`src/rtl/rstc_pkg.sv`:
```
package rstc_pkg;
  localparam int unsigned NUM_CAUSES = 4;
  localparam int unsigned REG_W      = 8;
  // cause bit positions as seen by software
  localparam int unsigned IDX_POR = 0;
  localparam int unsigned IDX_EXT = 1;
  localparam int unsigned IDX_BOR = 2;
  localparam int unsigned IDX_WDT = 3;
  typedef logic [NUM_CAUSES-1:0] cause_vec_t;
endpackage

```
`src/rtl/rstc_sync.sv`:
```
module rstc_sync #(
  parameter int unsigned STAGES  = 2,
  parameter logic        RST_VAL = 1'b1
) (
  input  logic clk,
  input  logic arst_n,
  input  logic d_i,
  output logic q_o
);
  logic [STAGES-1:0] stage_q;
  logic [STAGES-1:0] stage_d;

  generate
    for (genvar s = 0; s < STAGES; s++) begin : g_stage
      if (s == 0) begin : g_first
        assign stage_d[s] = d_i;
      end else begin : g_next
        assign stage_d[s] = stage_q[s-1];
      end
    end
  endgenerate

  always_ff @(posedge clk or negedge arst_n) begin
    if (!arst_n) stage_q <= {STAGES{RST_VAL}};
    else         stage_q <= stage_d;
  end

  assign q_o = stage_q[STAGES-1];
endmodule

```
`src/rtl/rstc_edge_pulse.sv`:
```
module rstc_edge_pulse (
  input  logic clk,
  input  logic arst_n,
  input  logic lvl_i,
  output logic pulse_o
);
  logic lvl_q, pulse_q, pulse_d;

  always_comb begin
    pulse_d = lvl_i & ~lvl_q;
  end

  always_ff @(posedge clk or negedge arst_n) begin
    if (!arst_n) begin
      lvl_q   <= 1'b0;
      pulse_q <= 1'b0;
    end else begin
      lvl_q   <= lvl_i;
      pulse_q <= pulse_d;
    end
  end

  assign pulse_o = pulse_q;


  pulse_single_chk: assert property (@(posedge clk) disable iff (!arst_n)
    pulse_q |=> !pulse_q);

  pulse_cause_chk: assert property (@(posedge clk) disable iff (!arst_n)
    $rose(pulse_q) |-> $past(lvl_i));
endmodule

```
`src/rtl/rstc_hold.sv`:
```
module rstc_hold #(
  parameter int unsigned HOLD_CYCLES = 16
) (
  input  logic clk,
  input  logic arst_n,
  input  logic src_i,
  output logic busy_o
);
  localparam int unsigned CNT_W = $clog2(HOLD_CYCLES + 1);
  localparam logic [CNT_W-1:0] CNT_LOAD = CNT_W'(HOLD_CYCLES);

  logic [CNT_W-1:0] cnt_q, cnt_d;
  logic             cnt_en;

  always_comb begin
    cnt_en = 1'b0;
    cnt_d  = cnt_q;
    if (src_i) begin
      cnt_en = 1'b1;
      cnt_d  = CNT_LOAD;
    end else if (cnt_q != '0) begin
      cnt_en = 1'b1;
      cnt_d  = cnt_q - 1'b1;
    end
  end

  always_ff @(posedge clk or negedge arst_n) begin
    if (!arst_n)     cnt_q <= '0;
    else if (cnt_en) cnt_q <= cnt_d;
  end

  assign busy_o = src_i | (cnt_q != '0);


  hold_reload_chk: assert property (@(posedge clk) disable iff (!arst_n)
    src_i |=> (cnt_q == CNT_LOAD));

  hold_step_chk: assert property (@(posedge clk) disable iff (!arst_n)
    (!src_i && cnt_q != '0) |=> (cnt_q == CNT_W'($past(cnt_q) - 1'b1)));
endmodule

```
`src/rtl/rstc_flags.sv`:
```
module rstc_flags
  import rstc_pkg::*;
(
  input  logic       clk,
  input  logic       arst_n,
  input  cause_vec_t set_i,
  input  logic       por_i,
  input  logic       wr_i,
  input  cause_vec_t wdata_i,
  output cause_vec_t flags_o
);
  cause_vec_t flags_q, flags_d, clr, en;

  generate
    for (genvar i = 0; i < NUM_CAUSES; i++) begin : g_bit
      if (i == IDX_POR) begin : g_por
        assign clr[i] = wr_i & ~wdata_i[i];
      end else begin : g_oth
        assign clr[i] = (wr_i & ~wdata_i[i]) | por_i;
      end
      // set dominates clear
      assign flags_d[i] = set_i[i] | (flags_q[i] & ~clr[i]);
      assign en[i]      = set_i[i] | clr[i];

      always_ff @(posedge clk or negedge arst_n) begin
        if (!arst_n)    flags_q[i] <= 1'b0;
        else if (en[i]) flags_q[i] <= flags_d[i];
      end


      flag_set_wins_chk: assert property (@(posedge clk) disable iff (!arst_n)
        set_i[i] |=> flags_q[i]);
    end
  endgenerate

  assign flags_o = flags_q;


  por_flag_clear_chk: assert property (@(posedge clk) disable iff (!arst_n)
    $fell(flags_q[IDX_POR]) |-> $past(wr_i && !wdata_i[IDX_POR]));

  flags_sticky_chk: assert property (@(posedge clk) disable iff (!arst_n)
    (!por_i && !wr_i) |=> ((flags_q & $past(flags_q)) == $past(flags_q)));
endmodule

```
`src/rtl/rstc_top.sv`:
```
module rstc_top
  import rstc_pkg::*;
#(
  parameter int unsigned HOLD_CYCLES = 16,
  parameter int unsigned SYNC_STAGES = 2
) (
  input  logic             clk,
  input  logic             arst_n,
  input  logic             por_req,
  input  logic             bor_req,
  input  logic             ext_rst_n,
  input  logic             wdt_expire,
  input  logic             reg_rd,
  input  logic             reg_wr,
  input  logic [REG_W-1:0] reg_wdata,
  output logic [REG_W-1:0] reg_rdata,
  output logic             wdt_rst_pulse,
  output logic             sys_rst_n
);
  logic       ext_n_s, ext_act, wdt_pulse, any_src, hold_busy;
  cause_vec_t set_vec, flags;

  rstc_sync #(.STAGES(SYNC_STAGES), .RST_VAL(1'b1)) u_ext_sync (
    .clk(clk), .arst_n(arst_n), .d_i(ext_rst_n), .q_o(ext_n_s));

  rstc_edge_pulse u_wdt_pulse (
    .clk(clk), .arst_n(arst_n), .lvl_i(wdt_expire), .pulse_o(wdt_pulse));

  always_comb begin
    ext_act          = ~ext_n_s;
    any_src          = por_req | bor_req | ext_act | wdt_pulse;
    set_vec          = '0;
    set_vec[IDX_POR] = por_req;
    set_vec[IDX_EXT] = ext_act;
    set_vec[IDX_BOR] = bor_req;
    set_vec[IDX_WDT] = wdt_pulse;
  end

  rstc_hold #(.HOLD_CYCLES(HOLD_CYCLES)) u_hold (
    .clk(clk), .arst_n(arst_n), .src_i(any_src), .busy_o(hold_busy));

  rstc_flags u_flags (
    .clk(clk), .arst_n(arst_n), .set_i(set_vec), .por_i(por_req),
    .wr_i(reg_wr), .wdata_i(reg_wdata[NUM_CAUSES-1:0]), .flags_o(flags));

  always_comb begin
    reg_rdata = '0;
    if (reg_rd) reg_rdata[NUM_CAUSES-1:0] = flags;
  end

  assign wdt_rst_pulse = wdt_pulse;
  assign sys_rst_n     = arst_n & ~hold_busy;


  rst_on_src_chk: assert property (@(posedge clk) disable iff (!arst_n)
    (por_req || bor_req || wdt_rst_pulse) |-> !sys_rst_n);

  por_clears_chk: assert property (@(posedge clk) disable iff (!arst_n)
    (por_req && !bor_req && !wdt_rst_pulse && ext_n_s) |=> (flags == 4'b0001));
endmodule

```
`config.mk`:
```
export PLATFORM = sky130hd
export DESIGN_NAME = rstc_top
export DESIGN_NICKNAME = d
export VERILOG_FILES = /design/src/rtl/rstc_pkg.sv /design/src/rtl/rstc_sync.sv /design/src/rtl/rstc_edge_pulse.sv /design/src/rtl/rstc_hold.sv /design/src/rtl/rstc_flags.sv /design/src/rtl/rstc_top.sv
export SDC_FILE = /design/constraint.sdc
export NUM_CORES = 1
export LEC_CHECK = 0
export BUFFER_PORTS_ARGS = -buffer_cell sky130_fd_sc_hd__buf_2
export CAP_MARGIN = 25
export CORE_UTILIZATION = 45
export CTS_CLUSTER_SIZE = 25
export DETAILED_ROUTE_END_ITERATION = 10
export PLACE_DENSITY = 0.88
export SYNTH_ARGS = -nofsm -noshare
export SYNTH_HDL_FRONTEND = slang
export SYNTH_SLANG_ARGS = --single-unit
```
`constraint.sdc`:
```
create_clock -name clk -period 1.6 [get_ports clk]
set_input_delay 0.32 -clock clk [delete_from_list [all_inputs] [get_ports clk]]
set_output_delay 0.32 -clock clk [all_outputs]
set_load 0.1 [all_outputs]
```
==> reports/results.ini <==
[floorplan]
io_pins = 26
die_h_um = 39.25
initial_core_util_pct = 47.98
die_area_mm2 = 0.001541
die_w_um = 39.25
core-area_mm2 = 0.001301
rows = 13

[yosys]
synth_cells = 58
synth_cell_type_count = 23
avgSynthCellArea_um2 = 10.76
synth_edf_count = 0
yosys_warnings = 0
async_flop_share_pct = 100.0
syn_area_um2 = 624.3
ys_seq_area_share_pct = 52.51
synth_xor_xnor_area_share_pct = 0
synth.mux.area_fraction_pct = 0
ys_seq_elements = 13
synth_simple_gate_area_share_pct = 25.65
yosys.area_share.adder_pct = 2.004
synth-compound-area-share_pct = 10.22
synth_top_family_by_area = simple AND/OR/NAND/NOR gates
synthFlopType = dfrtp_1

[worst_setup_path]
worstPathMaxFanout = 2
r2r_end = u_hold.cnt_q[1]$_DFFE_PN0P_
crit_type = reg2out
rrSetupSlack_ns = 0.06
worst_r2r_path_depth = 5
end_kind = output port
worst_ep_arrival_time_ns = 1.59
r2r_start = u_hold.cnt_q[0]$_DFFE_PN0P_
worstPathRequired_ns = 1.28
start_kind = flip-flop

[finish]
nNetsFinal = 107
syn2layout_area_growth_pct = 39.88
stdcell_area_um2 = 873.3
final_layout_size_suffix_gt1_share_pct = 49.44
insertedDiodeCount = 0

[detailed_routing]
dr.max_layer_used = met4
drt_wl_total_um = 1283
met3_length_um = 65
wl_per_cell_um = 12.34
antenna_left = 0
met1Wirelength_um = 507
drt_iter0_markers = 11
post_drt_via_cell_ratio = 4.856
vias = 505
dr_wl_met2_um = 673
drc = 0
dr.pass1.iters = 4

[grt]
grt_pass1_vias = 496
grt_pass1_wl_um = 1987
antenna_found_initial = 0
track_usage_pct = 20.19
grt_max_degree = 14
overflow = 0

[clock_network]
cts.sinks = 13
cts-root-buf = clkbuf_4
numCtsBuffers = 3
path_clk_slew_ns = 0.07
cts_tree = built
clkLatencyLatePin_ns = 0.28
cts_htree_levels = 1
clock_path_buffers = 2

[placement]
post_dp_cell_area_um2 = 799.5
detailed_place_hpwl_um = 971.8
place_congestion = 0.8082
port_buffers = 17

[sta]
layout_setup_ws_ns = -0.3064
timing.hold.ws_ns = 0.1454
rsz0062_at_grt = yes
min_period_ns = 1.906
slew_viol_final = 0
fin_crit_sh_pct = 119.2
skew_ns = 0.01008
finalSetupTns_ns = -0.3064
final_hold_viol_count = 0
fmax_mhz = 524.5
setup_viol = 1

[power_and_ir_drop]
p_leak_nw = 0.4223
power.share.clock_pct = 26.0
pwr-share-comb_pct = 27.2
power_density_mw_per_mm2 = 877.4
p_switching_uw = 260.5
swShare_pct = 34.00
p_seq_share_pct = 46.9
max-vdd-ir-drop_uv = 528.7
power.internal_uw = 505.7

[hold_path]
hp-start = ext_rst_n
min_path_cells = 1
min_path_type = in2reg
min_to = u_ext_sync.stage_q[0]$_DFF_PN1_

[outcome]
violations = negative setup slack
status = finished with violations

[flow_run]
maxCapViolations = 0

critical path, cell delays in order, from the launching register on:
cell and delay, ns:
dfstp_2 0.53, or4b_4 0.48, nor2_4 0.12, buf_12 0.18
worst max path at each step:
| stage | startpoint | depth (start not counted) | endpoint | slack [ns] |
|---|---|---|---|---|
| floorplan | u_wdt_pulse.pulse_o$_DFF_PN0_ | 3 | sys_rst_n | -0.46 |
| global placement | u_hold.cnt_q[0]$_DFFE_PN0P_ | 6 | sys_rst_n | -0.13 |
| detailed placement | u_hold.cnt_q[0]$_DFFE_PN0P_ | 6 | sys_rst_n | -0.20 |
| CTS | u_ext_sync.stage_q[1]$_DFF_PN1_ | 3 | sys_rst_n | -0.32 |
| global route | u_ext_sync.stage_q[1]$_DFF_PN1_ | 3 | sys_rst_n | -0.37 |
| finish | u_ext_sync.stage_q[1]$_DFF_PN1_ | 3 | sys_rst_n | -0.31 |
cell type report:
cell class / count / area [µm²]
inverter: 4 / 15.01
tap: 15 / 18.77
fill: 101 / 427.9
multi-input combinational: 39 / 289.0
timing repair buffer: 29 / 192.7
sequential: 13 / 331.6
clock buffer: 4 / 26.28
registers in the layout, indices dropped and copies added (netlist names):
name,cells
u_ext_sync.stage_q,2
u_flags.flags_o,4
u_hold.cnt_q,5
u_wdt_pulse.lvl_q,1
u_wdt_pulse.pulse_o,1
routing by layer:
metal  global-route usage (%)  vias up
met5                        0        -
met4                    15.52        0
met3                    3.977        5
met2                    34.17       17
met1                    21.82      235
li1                         -      248
synth_stat cells, types with 2 or more instances:
master | number | area, µm²
and2_1 | 4 | 25.02
buf_4 | 4 | 30.03
inv_1 | 4 | 15.01
or4b_4 | 2 | 27.53
nand2b_1 | 6 | 37.54
a21oi_1 | 2 | 10.01
dfstp_2 | 2 | 52.55
o211ai_1 | 2 | 15.01
nor2b_1 | 2 | 12.51
nor2_1 | 4 | 15.01
o21ai_0 | 2 | 10.01
dfrtp_1 | 11 | 275.3
nand2_1 | 3 | 11.26
cells in the final DEF (no fill, tap or decap):
cell type,netlist,final
buf_12,0,1
clkbuf_4,0,3
nor2_1,4,2
buf_4,4,11
dfrtp_4,0,1
and2_1,4,4
dfstp_2,2,2
inv_2,0,1
inv_1,4,3
nand3b_1,1,1
a211oi_2,1,1
a21oi_1,2,2
nor3_2,1,1
nor4b_4,0,1
dlygate4sd3_1,0,1
ha_4,0,1
o211ai_1,2,2
nor2_4,0,1
clkbuf_1,0,1
a31o_2,1,1
dfrtp_1,11,10
nor2b_1,2,2
buf_2,0,16
nor3_1,1,1
nor2_2,0,1
a21o_1,1,1
conb_1,1,4
nand2_1,3,3
or4b_4,2,2
nand2b_1,6,6
o21ai_0,2,2
logic make-up after synthesis:
logic type / count (synthesis)
other: 1
buffers and inverters: 9
and+or+nand+nor: 25
AOI/OAI and AO/OA: 9
DFF: 13
adders and majority gates: 1
metrics by stage:
| step | std cells | utilization [%] | setup slack (ns) | power (mW) |
|---|---|---|---|---|
| 2_1_floorplan | 61 | - | -0.4555 | 0.5175 |
| 3_3_place_gp | 98 | 61.44 | -0.1336 | 0.5574 |
| 3_5_place_dp | 98 | 61.44 | -0.1979 | 0.5635 |
| 4_1_cts | 103 | 65.58 | -0.3192 | 0.7673 |
| 5_1_grt | 104 | 67.12 | -0.3653 | 0.8012 |
| 6_report | 104 | 67.12 | -0.3064 | 0.7663 |
repair_timing:
item | in CTS | in global routing
buffers inserted | 0 | 1
hold buffers | 1 | 0
gates resized for setup | 4 | 2
endpoints found under the setup margin | 1 | 2
hold endpoints to repair | 11 | 0
pin swaps | 1 | 1
power by group through the flow:
stage	combinational, mW	sequential, mW	clock (mW)
floorplan	0.145	0.373	0
global placement	0.195	0.362	0
detailed placement	0.200	0.364	0
CTS	0.204	0.359	0.204
global route	0.224	0.361	0.216
finish	0.208	0.359	0.199
Power figures use the tool's default switching activity.
